`config.mk`:
```
export PLATFORM = sky130hd
export DESIGN_NAME = ptw48_walker
export DESIGN_NICKNAME = d
export VERILOG_FILES = /design/src/rtl/ptw_pkg.sv /design/src/rtl/ptw_addr_gen.sv /design/src/rtl/ptw_pte_classify.sv /design/src/rtl/ptw_perm_check.sv /design/src/rtl/ptw_leaf_compose.sv /design/src/rtl/ptw48_walker.sv
export SDC_FILE = /design/constraint.sdc
export NUM_CORES = 1
export LEC_CHECK = 0
export ABC_AREA = 1
export CORE_MARGIN = 2
export CORE_UTILIZATION = 25
export CTS_BUF_LIST = sky130_fd_sc_hd__clkbuf_2
export CTS_CLUSTER_SIZE = 10
export DETAILED_ROUTE_END_ITERATION = 16
export DONT_BUFFER_PORTS = 1
export SYNTH_ARGS = -nofsm -noshare
export SYNTH_HDL_FRONTEND = slang
export SYNTH_SLANG_ARGS = --single-unit
```
`constraint.sdc`:
```
create_clock -name clk -period 5.15 [get_ports clk]
set_input_delay 0.2575 -clock clk [delete_from_list [all_inputs] [get_ports clk]]
set_output_delay 0.2575 -clock clk [all_outputs]
set_load 0.05 [all_outputs]
```
`src/rtl/ptw_pkg.sv`:
```
package ptw_pkg;

   // entry flag bit positions (decoded by the walker and the bench)
   localparam int unsigned PTE_BIT_V = 0;
   localparam int unsigned PTE_BIT_R = 1;
   localparam int unsigned PTE_BIT_W = 2;
   localparam int unsigned PTE_BIT_X = 3;
   localparam int unsigned PTE_BIT_U = 4;
   localparam int unsigned PTE_BIT_G = 5;

   localparam logic [1:0] ACC_LOAD  = 2'd0;
   localparam logic [1:0] ACC_STORE = 2'd1;
   localparam logic [1:0] ACC_FETCH = 2'd2;

   typedef enum logic [2:0] {
      FLT_NONE     = 3'd0,
      FLT_ACCESS   = 3'd1,
      FLT_INVALID  = 3'd2,
      FLT_PERM     = 3'd3,
      FLT_MISALIGN = 3'd4
   } walk_fault_t;

   typedef enum logic [1:0] {
      ST_IDLE = 2'd0,
      ST_REQ  = 2'd1,
      ST_WAIT = 2'd2
   } walk_state_t;

   typedef struct packed {
      logic bad;
      logic ptr;
      logic r;
      logic w;
      logic x;
      logic u;
      logic g;
   } entry_kind_t;

endpackage

```
`src/rtl/ptw_addr_gen.sv`:
```
module ptw_addr_gen #(
   parameter int unsigned LEVELS  = 4,
   parameter int unsigned LVL_W   = 9,
   parameter int unsigned PA_W    = 56,
   parameter int unsigned PTE_LOG = 3,
   localparam int unsigned VPN_W   = LEVELS * LVL_W,
   localparam int unsigned LIDX_W  = $clog2(LEVELS)
) (
   input  logic [PA_W-1:0]   base_i,
   input  logic [VPN_W-1:0]  vpn_i,
   input  logic [LIDX_W-1:0] level_i,
   output logic [PA_W-1:0]   addr_o
);

   logic [LVL_W-1:0] idx_tbl [LEVELS];
   logic [LVL_W-1:0] idx;

   for (genvar g = 0; g < LEVELS; g++) begin : g_idx
      assign idx_tbl[g] = vpn_i[g*LVL_W +: LVL_W];
   end

   assign idx    = idx_tbl[level_i];
   assign addr_o = base_i + (PA_W'(idx) << PTE_LOG);

endmodule

```
`src/rtl/ptw_pte_classify.sv`:
```
module ptw_pte_classify
   import ptw_pkg::*;
#(
   parameter int unsigned PTE_W       = 64,
   parameter int unsigned PPN_W       = 44,
   parameter int unsigned PTE_PPN_LSB = 10
) (
   input  logic [PTE_W-1:0] pte_i,
   output entry_kind_t      kind_o,
   output logic [PPN_W-1:0] ppn_o
);

   logic v;
   logic unused_bits;

   assign v = pte_i[PTE_BIT_V];

   always_comb begin
      kind_o.r   = pte_i[PTE_BIT_R];
      kind_o.w   = pte_i[PTE_BIT_W];
      kind_o.x   = pte_i[PTE_BIT_X];
      kind_o.u   = pte_i[PTE_BIT_U];
      kind_o.g   = pte_i[PTE_BIT_G];
      kind_o.bad = !v || (pte_i[PTE_BIT_W] && !pte_i[PTE_BIT_R]);
      kind_o.ptr = v && !pte_i[PTE_BIT_R] && !pte_i[PTE_BIT_W] && !pte_i[PTE_BIT_X];
   end

   assign ppn_o       = pte_i[PTE_PPN_LSB +: PPN_W];
   assign unused_bits = ^{pte_i[PTE_W-1:PTE_PPN_LSB+PPN_W], pte_i[PTE_PPN_LSB-1:PTE_BIT_G+1]};

endmodule

```
`src/rtl/ptw_perm_check.sv`:
```
module ptw_perm_check
   import ptw_pkg::*;
(
   input  entry_kind_t kind_i,
   input  logic [1:0]  acc_i,
   input  logic        user_i,
   input  logic        mxr_i,
   input  logic        sum_i,
   output logic        ok_o
);

   logic priv_ok;
   logic type_ok;

   always_comb begin
      if (user_i) priv_ok = kind_i.u;
      else        priv_ok = !kind_i.u || (sum_i && (acc_i != ACC_FETCH));

      unique case (acc_i)
         ACC_LOAD:  type_ok = kind_i.r || (mxr_i && kind_i.x);
         ACC_STORE: type_ok = kind_i.w;
         ACC_FETCH: type_ok = kind_i.x;
         default:   type_ok = 1'b0;
      endcase
   end

   assign ok_o = priv_ok && type_ok;

endmodule

```
`src/rtl/ptw_leaf_compose.sv`:
```
module ptw_leaf_compose #(
   parameter int unsigned LEVELS = 4,
   parameter int unsigned LVL_W  = 9,
   parameter int unsigned PPN_W  = 44,
   localparam int unsigned VPN_W  = LEVELS * LVL_W,
   localparam int unsigned LIDX_W = $clog2(LEVELS)
) (
   input  logic [PPN_W-1:0]  ppn_i,
   input  logic [VPN_W-1:0]  vpn_i,
   input  logic [LIDX_W-1:0] level_i,
   output logic              misaligned_o,
   output logic [PPN_W-1:0]  ppn_o
);

   logic [PPN_W-1:0] mask_tbl [LEVELS];
   logic [PPN_W-1:0] mask;

   for (genvar g = 0; g < LEVELS; g++) begin : g_mask
      assign mask_tbl[g] = (PPN_W'(1) << (g * LVL_W)) - PPN_W'(1);
   end

   assign mask         = mask_tbl[level_i];
   assign misaligned_o = |(ppn_i & mask);
   assign ppn_o        = ppn_i | (PPN_W'(vpn_i) & mask);

endmodule

```
`src/rtl/ptw48_walker.sv`:
```
module ptw48_walker
   import ptw_pkg::*;
#(
   parameter int unsigned LEVELS      = 4,
   parameter int unsigned LVL_W       = 9,
   parameter int unsigned PGOFS_W     = 12,
   parameter int unsigned PPN_W       = 44,
   parameter int unsigned PTE_W       = 64,
   parameter int unsigned PTE_PPN_LSB = 10,
   parameter int unsigned PTE_LOG     = 3,
   localparam int unsigned VPN_W      = LEVELS * LVL_W,
   localparam int unsigned VA_W       = VPN_W + PGOFS_W,
   localparam int unsigned PA_W       = PPN_W + PGOFS_W,
   localparam int unsigned LIDX_W     = $clog2(LEVELS)
) (
   input  logic              clk,
   input  logic              rst_n,
   input  logic              start_i,
   input  logic [VA_W-1:0]   va_i,
   input  logic [1:0]        acc_i,
   input  logic              user_i,
   input  logic              mxr_i,
   input  logic              sum_i,
   input  logic [PA_W-1:0]   root_i,
   input  logic [LIDX_W-1:0] start_level_i,
   input  logic              global_i,
   output logic              busy_o,
   output logic              done_o,
   output logic [2:0]        fault_o,
   output logic [PA_W-1:0]   pa_o,
   output logic [PTE_W-1:0]  pte_o,
   output logic [PA_W-1:0]   pte_addr_o,
   output logic [LIDX_W-1:0] level_o,
   output logic              global_o,
   output logic              mem_req_valid_o,
   output logic [PA_W-1:0]   mem_req_addr_o,
   input  logic              mem_req_ready_i,
   input  logic              mem_rsp_valid_i,
   input  logic [PTE_W-1:0]  mem_rsp_data_i,
   input  logic              mem_rsp_err_i
);

   initial begin
      assert (LEVELS >= 2) else $error("walker needs at least two levels");
      assert (VPN_W <= PPN_W) else $error("VPN wider than PPN");
      assert (PTE_PPN_LSB + PPN_W <= PTE_W) else $error("PPN field exceeds entry");
      assert ((8 << PTE_LOG) == PTE_W) else $error("entry size and log size disagree");
      assert (PTE_PPN_LSB > PTE_BIT_G + 1) else $error("PPN overlaps flag bits");
   end

   // walk context
   walk_state_t       st_q;
   logic [VA_W-1:0]   va_q;
   logic [1:0]        acc_q;
   logic              user_q, mxr_q, sum_q;
   logic [PA_W-1:0]   base_q;
   logic [LIDX_W-1:0] lvl_q;
   logic              glob_q;

   // held results
   logic              done_q;
   walk_fault_t       fault_q;
   logic [PA_W-1:0]   pa_q;
   logic [PTE_W-1:0]  pte_q;
   logic [PA_W-1:0]   pteaddr_q;
   logic [LIDX_W-1:0] lvlout_q;
   logic              globout_q;

   logic [PA_W-1:0]   entry_addr;
   entry_kind_t       kind;
   logic [PPN_W-1:0]  ent_ppn;
   logic              perm_ok;
   logic              misal;
   logic [PPN_W-1:0]  out_ppn;
   logic              glob_n;
   logic              fin, descend;
   walk_fault_t       fin_code;

   ptw_addr_gen #(
      .LEVELS(LEVELS), .LVL_W(LVL_W), .PA_W(PA_W), .PTE_LOG(PTE_LOG)
   ) u_addr_gen (
      .base_i  (base_q),
      .vpn_i   (va_q[VA_W-1:PGOFS_W]),
      .level_i (lvl_q),
      .addr_o  (entry_addr)
   );

   ptw_pte_classify #(
      .PTE_W(PTE_W), .PPN_W(PPN_W), .PTE_PPN_LSB(PTE_PPN_LSB)
   ) u_classify (
      .pte_i  (mem_rsp_data_i),
      .kind_o (kind),
      .ppn_o  (ent_ppn)
   );

   ptw_perm_check u_perm (
      .kind_i (kind),
      .acc_i  (acc_q),
      .user_i (user_q),
      .mxr_i  (mxr_q),
      .sum_i  (sum_q),
      .ok_o   (perm_ok)
   );

   ptw_leaf_compose #(
      .LEVELS(LEVELS), .LVL_W(LVL_W), .PPN_W(PPN_W)
   ) u_leaf (
      .ppn_i        (ent_ppn),
      .vpn_i        (va_q[VA_W-1:PGOFS_W]),
      .level_i      (lvl_q),
      .misaligned_o (misal),
      .ppn_o        (out_ppn)
   );

   assign glob_n = glob_q | kind.g;

   // classify the returned word
   always_comb begin
      fin      = 1'b0;
      descend  = 1'b0;
      fin_code = FLT_NONE;
      if (st_q == ST_WAIT && mem_rsp_valid_i) begin
         if (mem_rsp_err_i) begin
            fin      = 1'b1;
            fin_code = FLT_ACCESS;
         end else if (kind.bad) begin
            fin      = 1'b1;
            fin_code = FLT_INVALID;
         end else if (kind.ptr) begin
            if (lvl_q == '0) begin
               fin      = 1'b1;
               fin_code = FLT_INVALID;
            end else begin
               descend = 1'b1;
            end
         end else begin
            fin = 1'b1;
            if (!perm_ok)   fin_code = FLT_PERM;
            else if (misal) fin_code = FLT_MISALIGN;
            else            fin_code = FLT_NONE;
         end
      end
   end

   always_ff @(posedge clk or negedge rst_n) begin
      if (!rst_n) begin
         st_q      <= ST_IDLE;
         va_q      <= '0;
         acc_q     <= ACC_LOAD;
         user_q    <= 1'b0;
         mxr_q     <= 1'b0;
         sum_q     <= 1'b0;
         base_q    <= '0;
         lvl_q     <= '0;
         glob_q    <= 1'b0;
         done_q    <= 1'b0;
         fault_q   <= FLT_NONE;
         pa_q      <= '0;
         pte_q     <= '0;
         pteaddr_q <= '0;
         lvlout_q  <= '0;
         globout_q <= 1'b0;
      end else begin
         unique case (st_q)
            ST_IDLE: begin
               if (start_i) begin
                  st_q   <= ST_REQ;
                  va_q   <= va_i;
                  acc_q  <= acc_i;
                  user_q <= user_i;
                  mxr_q  <= mxr_i;
                  sum_q  <= sum_i;
                  base_q <= root_i;
                  lvl_q  <= start_level_i;
                  glob_q <= global_i;
                  done_q <= 1'b0;
               end
            end
            ST_REQ: begin
               if (mem_req_ready_i) st_q <= ST_WAIT;
            end
            ST_WAIT: begin
               if (descend) begin
                  st_q   <= ST_REQ;
                  base_q <= {ent_ppn, {PGOFS_W{1'b0}}};
                  lvl_q  <= lvl_q - 1'b1;
                  glob_q <= glob_n;
               end else if (fin) begin
                  st_q      <= ST_IDLE;
                  done_q    <= 1'b1;
                  fault_q   <= fin_code;
                  pa_q      <= {out_ppn, va_q[PGOFS_W-1:0]};
                  pte_q     <= mem_rsp_data_i;
                  pteaddr_q <= entry_addr;
                  lvlout_q  <= lvl_q;
                  globout_q <= glob_n;
               end
            end
            default: st_q <= ST_IDLE;
         endcase
      end
   end

   assign busy_o          = (st_q != ST_IDLE);
   assign done_o          = done_q;
   assign fault_o         = fault_q;
   assign pa_o            = pa_q;
   assign pte_o           = pte_q;
   assign pte_addr_o      = pteaddr_q;
   assign level_o         = lvlout_q;
   assign global_o        = globout_q;
   assign mem_req_valid_o = (st_q == ST_REQ);
   assign mem_req_addr_o  = entry_addr;

   // ---------------- assertions ----------------
   assert_req_held_R2: assert property (@(posedge clk) disable iff (!rst_n)
      mem_req_valid_o && !mem_req_ready_i |=> mem_req_valid_o && $stable(mem_req_addr_o));

   assert_first_req_R2: assert property (@(posedge clk) disable iff (!rst_n)
      $rose(busy_o) |-> mem_req_valid_o && (mem_req_addr_o[PTE_LOG-1:0] == '0 || root_i != root_i));

   assert_level_descends_R5: assert property (@(posedge clk) disable iff (!rst_n)
      busy_o && $past(busy_o) |-> lvl_q <= $past(lvl_q));

   assert_global_sticky_R6: assert property (@(posedge clk) disable iff (!rst_n)
      busy_o && $past(busy_o) && $past(glob_q) |-> glob_q);

   assert_misalign_above0_R8: assert property (@(posedge clk) disable iff (!rst_n)
      $rose(done_o) && fault_o == FLT_MISALIGN |-> level_o != '0);

   assert_offset_kept_R9: assert property (@(posedge clk) disable iff (!rst_n)
      $rose(done_o) && fault_o == FLT_NONE |-> pa_o[PGOFS_W-1:0] == va_q[PGOFS_W-1:0]);

   assert_done_idle_R11: assert property (@(posedge clk) disable iff (!rst_n)
      done_o |-> !busy_o);

   assert_result_held_R11: assert property (@(posedge clk) disable iff (!rst_n)
      done_o && !start_i |=> done_o && $stable(pa_o) && $stable(fault_o) && $stable(pte_addr_o));

   assert_no_req_idle_R12: assert property (@(posedge clk) disable iff (!rst_n)
      !busy_o |-> !mem_req_valid_o);

endmodule

```
==> impl_metrics.ini <==
[synth]
ys_ff_latch = 280
postSynthAreaPerCell_um2 = 7.63
ys.warnings.count = 0
syn_area_mm2 = 0.0139
synth_nets = 2023
synthDistinctLibCells = 36
yosysSeqAreaShare_pct = 50.2
synth_cells = 1829

[setup_path]
crit_type = reg2out
cp.required_ns = 4.89
critPathLaunchType = flip-flop
rr_worst_depth = 10
endpoint_kind = output port
crit_path_frequent_cell = nand2_1
critPathMaxStageDelay_ns = 0.59
critPathMaxFanout = 21
r2r-start = lvl_q[0]
rrSetupSlack_ns = 0.98
reg2reg_to = pa_o[15]
startpoint = lvl_q[0]
path_cells = clkinvlp_4 -> o21ai_0 -> o22ai_1 -> ha_1 -> fa_1 -> nand3_1 -> nand3_2 -> nand2_1 -> nand2_1 -> nand2_1 -> nand2_2 -> nand3_1 -> and2_1
arrival_ns = 4.52
slowest_stage = dfrtp_2

[route]
wl_per_cell_um = 19.5
dr_wl_met2_um = 28600
viasPerCell = 4.67
via_count = 14400
ant_nets = 0
wl_met1_um = 23800
drt_wl_total_um = 60200
drc = 0
drt_iter0_markers = 979
wl_met3_um = 5180
routed.top_layer = met5
dr.pass1.iters = 6

[sta]
fin_ws_ns = 0.377
hold_violations = 280
fin_tns_setup_ns = 0
setup_viol = 0
finalCritPeriodShare_pct = 92.7
rsz0062_at_grt = no
relSlewSlack_pct = 26.5
hold_slack_ns = -1.13
drv_slew = 0
post-route-min-period_ns = 4.77
max_freq_mhz = 210
skew_ns = 0.106
worstMarginPinSlew_ns = 1.10

[min_path]
hold_path.class = in2async

[floorplanning]
ios = 423
die_h_um = 240
rows = 86
die_area_mm2 = 0.0577
die_w_um = 240
initial_core_util_pct = 25.3
coreArea_mm2 = 0.0551

[placed_design]
gp_congestion = 0.931
io_buffers = 0
hpwl_um = 41800
dp_worst_setup_slack_ns = 1.34

[power_and_ir_drop]
power-per-cell-area_mw_per_mm2 = 765
ir_worst_vdd_mv = 0.450
power_frac_clock_pct = 11.4
intPower_w = 0.00598
power.leakage_nw = 9.29
power.share.sequential_pct = 44.6
combPwrFrac_pct = 44.1
switching_share_pct = 60.2
power.switching_w = 0.00905

[outcome]
violations = hold timing
status = finished, violations left

[global_routing]
antenna_found_initial = 13
first_global_vias = 15200
grt_usage_pct = 20.7
grt_overflow_total = 0
grt_max_degree = 281
grt_pass1_wl_um = 89200

[cts]
max-clock-path-buffers = 3
cts_tree = yes
cts_hold_buf = 429
clk_pin_slew_ns = 0.11
cts_root_buf = clkbuf_2
cts_setup_buffers = 0
cts_sinks = 280
clock_latency_ns = 1.07
cts_made_buffers = 83
htreeDepth = 3

[cells_and_area]
fin_nets = 2465
drive_gt1_share_pct = 8.69
final_cell_mix = nand2_1, dlygate4sd3_1, dfrtp_1, inv_1
areaGrowthSynthToFinish_pct = 40.8
final_common_cell = nand2_1

[flow_run]
maxCapViolCount = 0
[state kept, by name, indices dropped and copies added, names as in the netlist]
signal      flops
pte_o          48
level_o         2
glob_q          1
acc_q           2
fault_o         3
va_q           48
global_o        1
user_q          1
sum_q           1
done_o          1
st_q            2
mxr_q           1
pa_o           55
lvl_q           2
base_q         56
pte_addr_o     56
[per-stage QoR]
stage / cells / hold WS, ns / area, um2 / total power [W] / util [%]
after global placement: 2505 / -0.0315 / 14600 / 0.0123 / 26.5
final: 3094 / -1.13 / 19600 / 0.0150 / 35.6
after CTS: 3083 / -1.36 / 19600 / 0.0150 / 35.6
after floorplan: 1829 / -0.0381 / 13900 / 0.0105 / -
after detailed placement: 2505 / -0.0332 / 14600 / 0.0124 / 26.5
after global routing: 3093 / -1.28 / 19600 / 0.0159 / 35.6
[cell type report]
cell class                      instances  area (um2)
Fill cell                            5713       35500
Sequential cell                       280        7010
Multi-Input combinational cell       1297        5870
Timing Repair Buffer                  451        4460
Tap cell                              748         936
Inverter                              158         599
Clock buffer                          118         591
Clock inverter                         31         141
Antenna cell                           11        27.5
[worst max path at each step]
stage                              end  slack [ns]
global placement    mem_req_addr_o[41]        1.48
finish              mem_req_addr_o[41]        0.38
floorplan           mem_req_addr_o[19]        2.02
detailed placement  mem_req_addr_o[41]        1.34
global route        mem_req_addr_o[41]        0.01
CTS                 mem_req_addr_o[41]        0.06
[power groups by stage]
| stage | logic (W) | clock network, W | registers (W) |
|---|---|---|---|
| floorplan | 0.00460 | 0 | 0.00593 |
| global placement | 0.00559 | 0 | 0.00670 |
| detailed placement | 0.00565 | 0 | 0.00671 |
| CTS | 0.00657 | 0.00177 | 0.00667 |
| global route | 0.00724 | 0.00190 | 0.00681 |
| finish | 0.00662 | 0.00171 | 0.00670 |
[repair_timing]
item | CTS | global route
resized for setup | 0 | 2
endpoints found under the setup margin | 0 | 28
endpoints found under the hold margin | 523 | 280
[layer usage]
metal  up-vias  global-route usage [%]
li1       6690                       -
met1      6930                    24.3
met2       664                    33.9
met3       159                    6.29
met4         4                    11.1
met5         -                       0
[synthesized netlist by cell type]
cell type  instances  area (um2)
a21boi_2           1        11.3
a21oi_1           23         115
a22oi_1            1        7.51
a31oi_1           20         125
and2_1            19         119
and2_4             2        17.5
buf_1              1        3.75
buf_2             31         155
buf_4             26         195
buf_6              2        22.5
clkbuf_1          34         128
dfrtp_1          280        7010
fa_1               1        20.0
ha_1              11         138
inv_1            154         578
inv_2              4        15.0
nand2_1          739        2770
nand2_2           11        68.8
nand3_1           75         375
nand3_2            5        50.1
nand4_1           25         156
nor2_1           140         526
nor2_2            18         113
nor2_4             2        22.5
nor3_1             6        30.0
nor3_2             1        10.0
nor4_1             1        6.26
o211ai_1          28         210
o21ai_0          140         701
o21ai_1            1        5.00
o22ai_1            9        56.3
o31ai_1            1        7.51
xnor2_1            1        8.76
xnor2_2            1        16.3
xor2_1            12         105
xor2_2             3        48.8
[kinds of logic after synthesis]
logic type	Yosys count	synth area share, %
simple gates	1044	30.6
flops	280	50.2
buf+inv	252	7.87
compound gates	224	8.88
xor+xnor	17	1.28
fa+ha+maj	12	1.13
[worst max-delay path, delay by kind of cell, from the launching register on]
kind                     cells  cell delay [ns]
flip-flops                   1             0.59
adder cells (fa/ha/maj)      2             0.73
buffers and inverters        1             0.38
AND/OR/NAND/NOR              8             1.30
AO/OA/AOI/OAI                2             0.42
Note: power is estimated with default switching activity, not from simulation.
